[src/rtl/tdcp_pkg.sv]
package tdcp_pkg;
  localparam int TAP_W = 4;
  localparam int PW_W  = 4;
  localparam int WIN_W = 4;
  localparam int WT_W  = 4;
  localparam int THR_W = 6;
  localparam int REF_W = 8;

  typedef enum logic {ST_IDLE = 1'b0, ST_RUN = 1'b1} conv_st_e;

  typedef struct packed {
    logic [TAP_W-1:0] tap;
    logic [PW_W-1:0]  pw;
    logic [WIN_W-1:0] win;
    logic [THR_W-1:0] thr;
    logic [REF_W-1:0] refr;
  } conv_cfg_t;
endpackage

[src/rtl/tdcp_shaper.sv]
module tdcp_shaper #(
  parameter int PW_W = 4
) (
  input  logic            clk,
  input  logic            rst_n,
  input  logic            spk,
  input  logic            step,
  input  logic            clr,
  input  logic [PW_W-1:0] pw,
  output logic            rise_o,
  output logic            pulse_o
);
  logic            spk_q;
  logic [PW_W-1:0] left;

  assign rise_o  = spk & ~spk_q;
  assign pulse_o = (left != '0);

  always_ff @(posedge clk) begin
    if (!rst_n) begin
      spk_q <= 1'b0;
      left  <= '0;
    end else begin
      spk_q <= spk;
      if (rise_o)                  left <= (pw == '0) ? PW_W'(1) : pw;
      else if (clr)                left <= '0;
      else if (step && left != '0) left <= left - 1'b1;
    end
  end
endmodule

[src/rtl/tdcp_cd.sv]
module tdcp_cd #(
  parameter int WT_W  = 4,
  parameter int THR_W = 6,
  parameter int WIN_W = 4,
  parameter int REF_W = 8
) (
  input  logic             clk,
  input  logic             rst_n,
  input  logic             clr,
  input  logic             step,
  input  logic             in_a,
  input  logic             in_b,
  input  logic [WT_W-1:0]  wt,
  input  logic [THR_W-1:0] thr,
  input  logic [WIN_W-1:0] win_len,
  input  logic [REF_W-1:0] ref_len,
  output logic             fire
);
  localparam int ACC_W = THR_W + 1;

  logic [ACC_W-1:0] acc, s_now, base, tot;
  logic [ACC_W:0]   raw;
  logic [WIN_W-1:0] win_cnt;
  logic [REF_W-1:0] ref_cnt;
  logic             resting, hit;

  always_comb begin
    s_now   = (in_a ? ACC_W'(wt) : '0) + (in_b ? ACC_W'(wt) : '0);
    base    = (win_cnt != '0) ? acc : '0;
    raw     = {1'b0, base} + {1'b0, s_now};
    tot     = raw[ACC_W] ? '1 : raw[ACC_W-1:0];
    resting = (ref_cnt != '0);
    hit     = step && !clr && !resting && (s_now != '0) && (tot >= ACC_W'(thr));
  end

  always_ff @(posedge clk) begin
    if (!rst_n) begin
      acc     <= '0;
      win_cnt <= '0;
      ref_cnt <= '0;
      fire    <= 1'b0;
    end else begin
      fire <= hit;
      if (hit)          ref_cnt <= ref_len;
      else if (resting) ref_cnt <= ref_cnt - 1'b1;
      if (clr || hit) begin
        acc     <= '0;
        win_cnt <= '0;
      end else if (step && !resting) begin
        if (win_cnt != '0) begin
          acc     <= tot;
          win_cnt <= win_cnt - 1'b1;
        end else if (s_now != '0) begin
          acc     <= s_now;
          win_cnt <= win_len;
        end
      end
    end
  end
endmodule

[src/rtl/tdcp_shout.sv]
module tdcp_shout #(
  parameter int N = 17
) (
  input  logic         clk,
  input  logic         rst_n,
  input  logic         load,
  input  logic [N-1:0] load_val,
  input  logic         shift,
  output logic [N-1:0] code_o,
  output logic         dout
);
  logic [N-1:0] sreg;

  assign code_o = sreg;
  assign dout   = sreg[N-1];

  always_ff @(posedge clk) begin
    if (!rst_n)     sreg <= '0;
    else if (load)  sreg <= load_val;
    else if (shift) sreg <= {sreg[N-2:0], 1'b0};
  end
endmodule

[src/rtl/tdcp_conv.sv]
module tdcp_conv
  import tdcp_pkg::*;
#(
  parameter int N_DET = 17,
  parameter int N_CH  = 3
) (
  input  logic                       clk,
  input  logic                       rst_n,
  input  logic [$clog2(N_CH)-1:0]    chan_sel,
  input  logic [N_CH-1:0]            spk_a,
  input  logic [N_CH-1:0]            spk_b,
  input  logic                       cfg_we,
  input  logic [TAP_W-1:0]           cfg_tap,
  input  logic [PW_W-1:0]            cfg_pw,
  input  logic [WIN_W-1:0]           cfg_win,
  input  logic [THR_W-1:0]           cfg_thr,
  input  logic [REF_W-1:0]           cfg_ref,
  input  logic                       wt_we,
  input  logic [$clog2(N_DET)-1:0]   wt_sel,
  input  logic [WT_W-1:0]            wt_val,
  input  logic                       sh_en,
  output logic                       busy,
  output logic                       res_valid,
  output logic                       res_none,
  output logic [$clog2(N_DET)-1:0]   res_idx,
  output logic                       sh_dout
);
  localparam int IDX_W     = $clog2(N_DET);
  localparam int CH_W      = $clog2(N_CH);
  localparam int TMO_STEPS = 2 * N_DET;
  localparam int CNT_W     = $clog2(TMO_STEPS + 1);
  localparam logic [IDX_W:0] N_DET_L = (IDX_W + 1)'(N_DET);

  // lowest set bit of a fire vector
  function automatic logic [N_DET-1:0] lowest_hot(input logic [N_DET-1:0] v);
    return v & (~v + 1'b1);
  endfunction

  function automatic logic [IDX_W-1:0] hot_to_idx(input logic [N_DET-1:0] v);
    logic [IDX_W-1:0] r;
    r = '0;
    for (int i = 0; i < N_DET; i++) if (v[i]) r = IDX_W'(i);
    return r;
  endfunction

  conv_st_e          state;
  conv_cfg_t         cfg_q;
  logic [WT_W-1:0]   wt_r [N_DET];
  logic [TAP_W-1:0]  div;
  logic [CNT_W-1:0]  stp_cnt;
  logic [N_DET-1:0]  line_a, line_b, fire_vec, win_vec, place_code;
  logic              sel_a, sel_b, rise_a, rise_b, inj_a, inj_b;
  logic              idle, start, step, hit, tmo, det_step;

  // channel multiplexer
  always_comb begin
    sel_a = 1'b0;
    sel_b = 1'b0;
    for (int c = 0; c < N_CH; c++) begin
      if (chan_sel == CH_W'(c)) begin
        sel_a = spk_a[c];
        sel_b = spk_b[c];
      end
    end
  end

  assign idle     = (state == ST_IDLE);
  assign busy     = (state == ST_RUN);
  assign start    = idle && (rise_a || rise_b);
  assign step     = busy && (div == '0);
  assign hit      = busy && (fire_vec != '0);
  assign tmo      = step && !hit && (stp_cnt == CNT_W'(TMO_STEPS - 1));
  assign det_step = step && !hit;
  assign win_vec  = lowest_hot(fire_vec);

  tdcp_shaper #(.PW_W(PW_W)) u_shp_a (
    .clk(clk), .rst_n(rst_n), .spk(sel_a), .step(step), .clr(idle),
    .pw(cfg_q.pw), .rise_o(rise_a), .pulse_o(inj_a));

  tdcp_shaper #(.PW_W(PW_W)) u_shp_b (
    .clk(clk), .rst_n(rst_n), .spk(sel_b), .step(step), .clr(idle),
    .pw(cfg_q.pw), .rise_o(rise_b), .pulse_o(inj_b));

  // sequencing: step divider and timeout counter
  always_ff @(posedge clk) begin
    if (!rst_n) begin
      state   <= ST_IDLE;
      div     <= '0;
      stp_cnt <= '0;
    end else if (idle) begin
      div     <= '0;
      stp_cnt <= '0;
      if (start) state <= ST_RUN;
    end else begin
      if (hit || tmo) state <= ST_IDLE;
      div <= (({1'b0, div} + 1'b1) >= {1'b0, cfg_q.tap}) ? '0 : div + 1'b1;
      if (step) stp_cnt <= stp_cnt + 1'b1;
    end
  end

  // counter-running delay lines
  always_ff @(posedge clk) begin
    if (!rst_n || idle) begin
      line_a <= '0;
      line_b <= '0;
    end else if (step) begin
      line_a <= {line_a[N_DET-2:0], inj_a};
      line_b <= {inj_b, line_b[N_DET-1:1]};
    end
  end

  // configuration, accepted only while idle
  always_ff @(posedge clk) begin
    if (!rst_n) begin
      cfg_q.tap  <= TAP_W'(1);
      cfg_q.pw   <= PW_W'(1);
      cfg_q.win  <= '0;
      cfg_q.thr  <= THR_W'(2);
      cfg_q.refr <= '0;
    end else if (cfg_we && idle) begin
      cfg_q.tap  <= cfg_tap;
      cfg_q.pw   <= cfg_pw;
      cfg_q.win  <= cfg_win;
      cfg_q.thr  <= cfg_thr;
      cfg_q.refr <= cfg_ref;
    end
  end

  always_ff @(posedge clk) begin
    if (!rst_n) begin
      for (int i = 0; i < N_DET; i++) wt_r[i] <= WT_W'(1);
    end else if (wt_we && idle && ({1'b0, wt_sel} < N_DET_L)) begin
      wt_r[wt_sel] <= wt_val;
    end
  end

  for (genvar g = 0; g < N_DET; g++) begin : g_det
    tdcp_cd #(.WT_W(WT_W), .THR_W(THR_W), .WIN_W(WIN_W), .REF_W(REF_W)) u_cd (
      .clk(clk), .rst_n(rst_n), .clr(idle), .step(det_step),
      .in_a(line_a[g]), .in_b(line_b[g]), .wt(wt_r[g]), .thr(cfg_q.thr),
      .win_len(cfg_q.win), .ref_len(cfg_q.refr), .fire(fire_vec[g]));
  end

  // winner-take-all with memory
  always_ff @(posedge clk) begin
    if (!rst_n) begin
      res_valid <= 1'b0;
      res_none  <= 1'b0;
      res_idx   <= '0;
    end else begin
      res_valid <= hit;
      res_none  <= tmo;
      if (hit) res_idx <= hot_to_idx(win_vec);
    end
  end

  tdcp_shout #(.N(N_DET)) u_shout (
    .clk(clk), .rst_n(rst_n), .load(hit || tmo),
    .load_val(hit ? win_vec : '0), .shift(sh_en),
    .code_o(place_code), .dout(sh_dout));
endmodule

[config.mk]
export PLATFORM = sky130hd
export DESIGN_NAME = tdcp_conv
export DESIGN_NICKNAME = d
export VERILOG_FILES = /design/src/rtl/tdcp_pkg.sv /design/src/rtl/tdcp_shaper.sv /design/src/rtl/tdcp_cd.sv /design/src/rtl/tdcp_shout.sv /design/src/rtl/tdcp_conv.sv
export SDC_FILE = /design/constraint.sdc
export NUM_CORES = 2
export LEC_CHECK = 0
export BUFFER_PORTS_ARGS = -buffer_cell sky130_fd_sc_hd__buf_2
export CAP_MARGIN = 20
export CORE_UTILIZATION = 44
export CTS_CLUSTER_SIZE = 40
export DETAILED_ROUTE_END_ITERATION = 8
export PLACE_DENSITY = 0.7
export RECOVER_POWER = 25
export SLEW_MARGIN = 20
export SYNTH_ARGS = -nofsm -noshare
export SYNTH_HDL_FRONTEND = slang
export SYNTH_SLANG_ARGS = --single-unit
[constraint.sdc]
create_clock -name clk -period 12.2 [get_ports clk]
set_input_delay 2.44 -clock clk [delete_from_list [all_inputs] [get_ports clk]]
set_output_delay 2.44 -clock clk [all_outputs]
set_load 0.02 [all_outputs]
==> flow_summary.toml <==
[pwr]
p_sw_frac = 0.3358
combPwrFrac = 0.291
power_density_nw_per_um2 = 145.4
p_int_mw = 3.711
max-vdd-ir-drop_uv = 127.5
power.clock.fraction = 0.335
totalPowerFinal_mw = 5.588
power_frac_seq = 0.374
power.switching_mw = 1.876
leakagePower_nw = 15.97

[final_layout]
fin_util = 0.4865
fin_area_um2 = 38440
area_growth_pct = 9.503
drive_gt1_frac = 0.06430
nets = 4719

[logic_synthesis]
post_synth_xor_area_fraction = 0.03868
synthDistinctLibCells = 102
syn-num-nets = 4722
syn_inst = 4339
async_flop_share = 0
synthFlopType = "dfxtp_1"
synth_compound_area_frac = 0.2088
yosysSeqAreaShare = 0.3120
syn_area_per_cell_um2 = 8.090
synth_fa_ha_area_frac = 0.1267
syn_area_um2 = 35100
synth-edff-count = 68
synth_top_family_by_area = "simple AND/OR/NAND/NOR gates"
ys_seq_elements = 513
yosys.area_share.simple = 0.2610
ys.warnings.count = 0
yosys-mux-area-fraction = 0.01786

[setup_path]
path_cells = "buf_2 -> clkbuf_1 -> clkinvlp_2 -> clkbuf_1 -> buf_4 -> o21a_1 -> a311oi_1"
crit_slowest_cell = "clkinvlp_2"
worst_ep_arrival_time_ns = 8.80
path_buf_inv = 5
critPathMaxFanout = 73
worst_setup_path_start_kind = "input pin"
worstSetupPathType = "in -> reg"
endpoint_kind = "register"
crit_family = "buffers and inverters"
reg2regPathDepth = 19
crit_top_cell = "clkbuf_1"
r2r-end = "g_det[3].u_cd.acc[3]$_SDFFE_PP0P_"
r2r_slack_ns = 6.91
cpPeakStageDelay_ns = 2.23
r2r-start = "g_det[3].u_cd.win_cnt[0]$_SDFFE_PP0P_"
cp.required_ns = 12.73

[min_path]
min-delay-start = "g_det[1].u_cd.acc[3]$_SDFFE_PP0P_"
hp-class = "reg -> reg"
hold_depth = 2
hold_path_end = "g_det[1].u_cd.acc[3]$_SDFFE_PP0P_"

[clock_network]
insertion_delay_ns = 0.64
cts_resized = 0
h-tree-depth = 2
root_buffer = "clkbuf_16"
clockBufferDepth = 3
postCtsSetupRepairBufs = 0
clock-sinks = 513
cts_tree = "done"
numCtsBuffers = 58
clkSlewWorstSetupHoldPaths_ns = 0.06
cts_hold_buf = 0

[timing]
drv_slew = 238
setup_violations = 0
clock.fmax_mhz = 121.0
fin_crit_sh = 0.6774
fin_setup_tns_ns = 0
hold_viol_final = 0
timing.slew.headroom = -1.351
fin_skew_ns = 0.02218
fin_crit_ns = 8.264
worstMarginPinSlew_ns = 3.527
holdWs_ns = 0.4445
grt_setup_unrepaired = "no"

[place]
gp_congestion = 0.9018
place_area_um2 = 36420
io_buffers = 56
hpwlAfterDp_um = 70430

[outcome]
violations = "max-capacitance violations, max-slew violations"
status = "finished with violations"

[grt]
grt_pass1_wl_um = 161500
grt_max_degree = 74
grt_usage = 0.2471
overflow = 0
antenna_found_initial = 7
grt_pass1_vias = 29500

[drt]
via_per_inst = 5.844
wl_um = 102500
drt-initial-drc-count = 2638
ant_nets = 0
first_pass_iters = 6
drc = 0
routedWlPerCell_um = 18.83
num_vias = 31820

[die]
io_pins = 57
initial_core_util = 0.4443
die_y_um = 284.4
dieArea_um2 = 80910
core_area_um2 = 79000
die_x_um = 284.4
rows = 103

[job]
cap_violations = 5
[worst min-delay path: stages, from the launching register on]
cell	delay, ns
dfxtp_1	0.30
nand2_1	0.05
a21oi_1	0.05
[cells in the final DEF (no fill, tap or decap), drive strengths merged, types with 95 or more instances in the layout]
cell / Yosys / final
ha: 301 / 301
inv: 143 / 145
clkbuf: 136 / 95
a21oi: 446 / 446
nor3: 141 / 141
nand2: 521 / 521
xnor2: 98 / 98
dfxtp: 445 / 445
and2: 283 / 283
nor2: 397 / 397
o21ai: 156 / 156
[registers in the layout, summed over array words and instances, names as in the netlist, 17 cells and up]
name	count
g_det.u_cd.ref_cnt	136
g_det.u_cd.acc	119
g_det.u_cd.fire	17
u_shout.code_o	17
wt_r	68
line_b	17
g_det.u_cd.win_cnt	68
cfg_q	26
line_a	17
[power by group through the flow]
stage,combinational (mW),clock (mW),sequential [mW]
2_1_floorplan,1.28,0,2.08
3_5_place_dp,1.60,0,2.12
6_report,1.63,1.87,2.09
5_1_grt,1.82,1.96,2.11
3_3_place_gp,1.57,0,2.11
4_1_cts,1.62,1.89,2.08
[layer usage]
metal / part of all wire / GRT usage
met5: 0.00014 / 0
met4: 0.042 / 0.1140
met3: 0.065 / 0.03186
met2: 0.45 / 0.3974
met1: 0.44 / 0.3285
[Yosys cell counts (58+ instances only)]
library cell	instances	share of area
nand3_1	91	0.013
xnor2_1	98	0.024
a21oi_1	444	0.063
nand2b_1	81	0.014
dfxtp_1	445	0.25
nor3_1	133	0.019
and2_1	282	0.050
a21o_1	89	0.019
inv_1	143	0.015
ha_1	301	0.11
clkbuf_1	135	0.014
o21ai_0	150	0.021
nand2_1	521	0.056
edfxtp_1	68	0.058
o211ai_1	58	0.012
nor2_1	391	0.042
[cell type report]
cell class | instances | area, um^2
clock buffer | 82 | 1632
fill | 7510 | 40560
timing repair buffer | 107 | 634.4
antenna | 9 | 22.52
inverter | 144 | 541.8
sequential | 513 | 10950
clock inverter | 28 | 397.9
tap | 1050 | 1314
multi-input combinational | 3512 | 22940
[stage by stage]
stage	std cells	setup WS, ns
finish	5445	3.936
global route	5442	3.642
global placement	5326	7.094
detailed placement	5326	7.012
CTS	5436	6.997
floorplan	4339	7.563
[worst max-delay path by stage]
stage | startpoint | end | slack, ns | cells after the start
after global routing | rst_n | g_det[8].u_cd.ref_cnt[1]$_SDFFE_PN0P_ | 3.64 | 7
final | rst_n | g_det[8].u_cd.ref_cnt[1]$_SDFFE_PN0P_ | 3.94 | 7
after global placement | g_det[1].u_cd.win_cnt[0]$_SDFFE_PP0P_ | g_det[1].u_cd.ref_cnt[3]$_SDFFE_PN0P_ | 7.09 | 18
after floorplan | g_det[10].u_cd.win_cnt[0]$_SDFFE_PP0P_ | g_det[10].u_cd.acc[3]$_SDFFE_PP0P_ | 7.56 | 21
after detailed placement | g_det[3].u_cd.win_cnt[0]$_SDFFE_PP0P_ | g_det[3].u_cd.acc[3]$_SDFFE_PP0P_ | 7.01 | 19
after CTS | g_det[3].u_cd.win_cnt[0]$_SDFFE_PP0P_ | g_det[3].u_cd.acc[3]$_SDFFE_PP0P_ | 7.00 | 19
[logic make-up (layout without fill, tap and decap cells)]
logic type      count (synthesis)  count (layout)
simple gates                 1818            1818
xor+xnor                      155             155
buf+inv                       314             361
mux                            62              62
fa+ha+maj                     335             335
compound gates               1142            1142
other cells                     0               9
flops                         513             513
(Power assumes the default switching activity.)
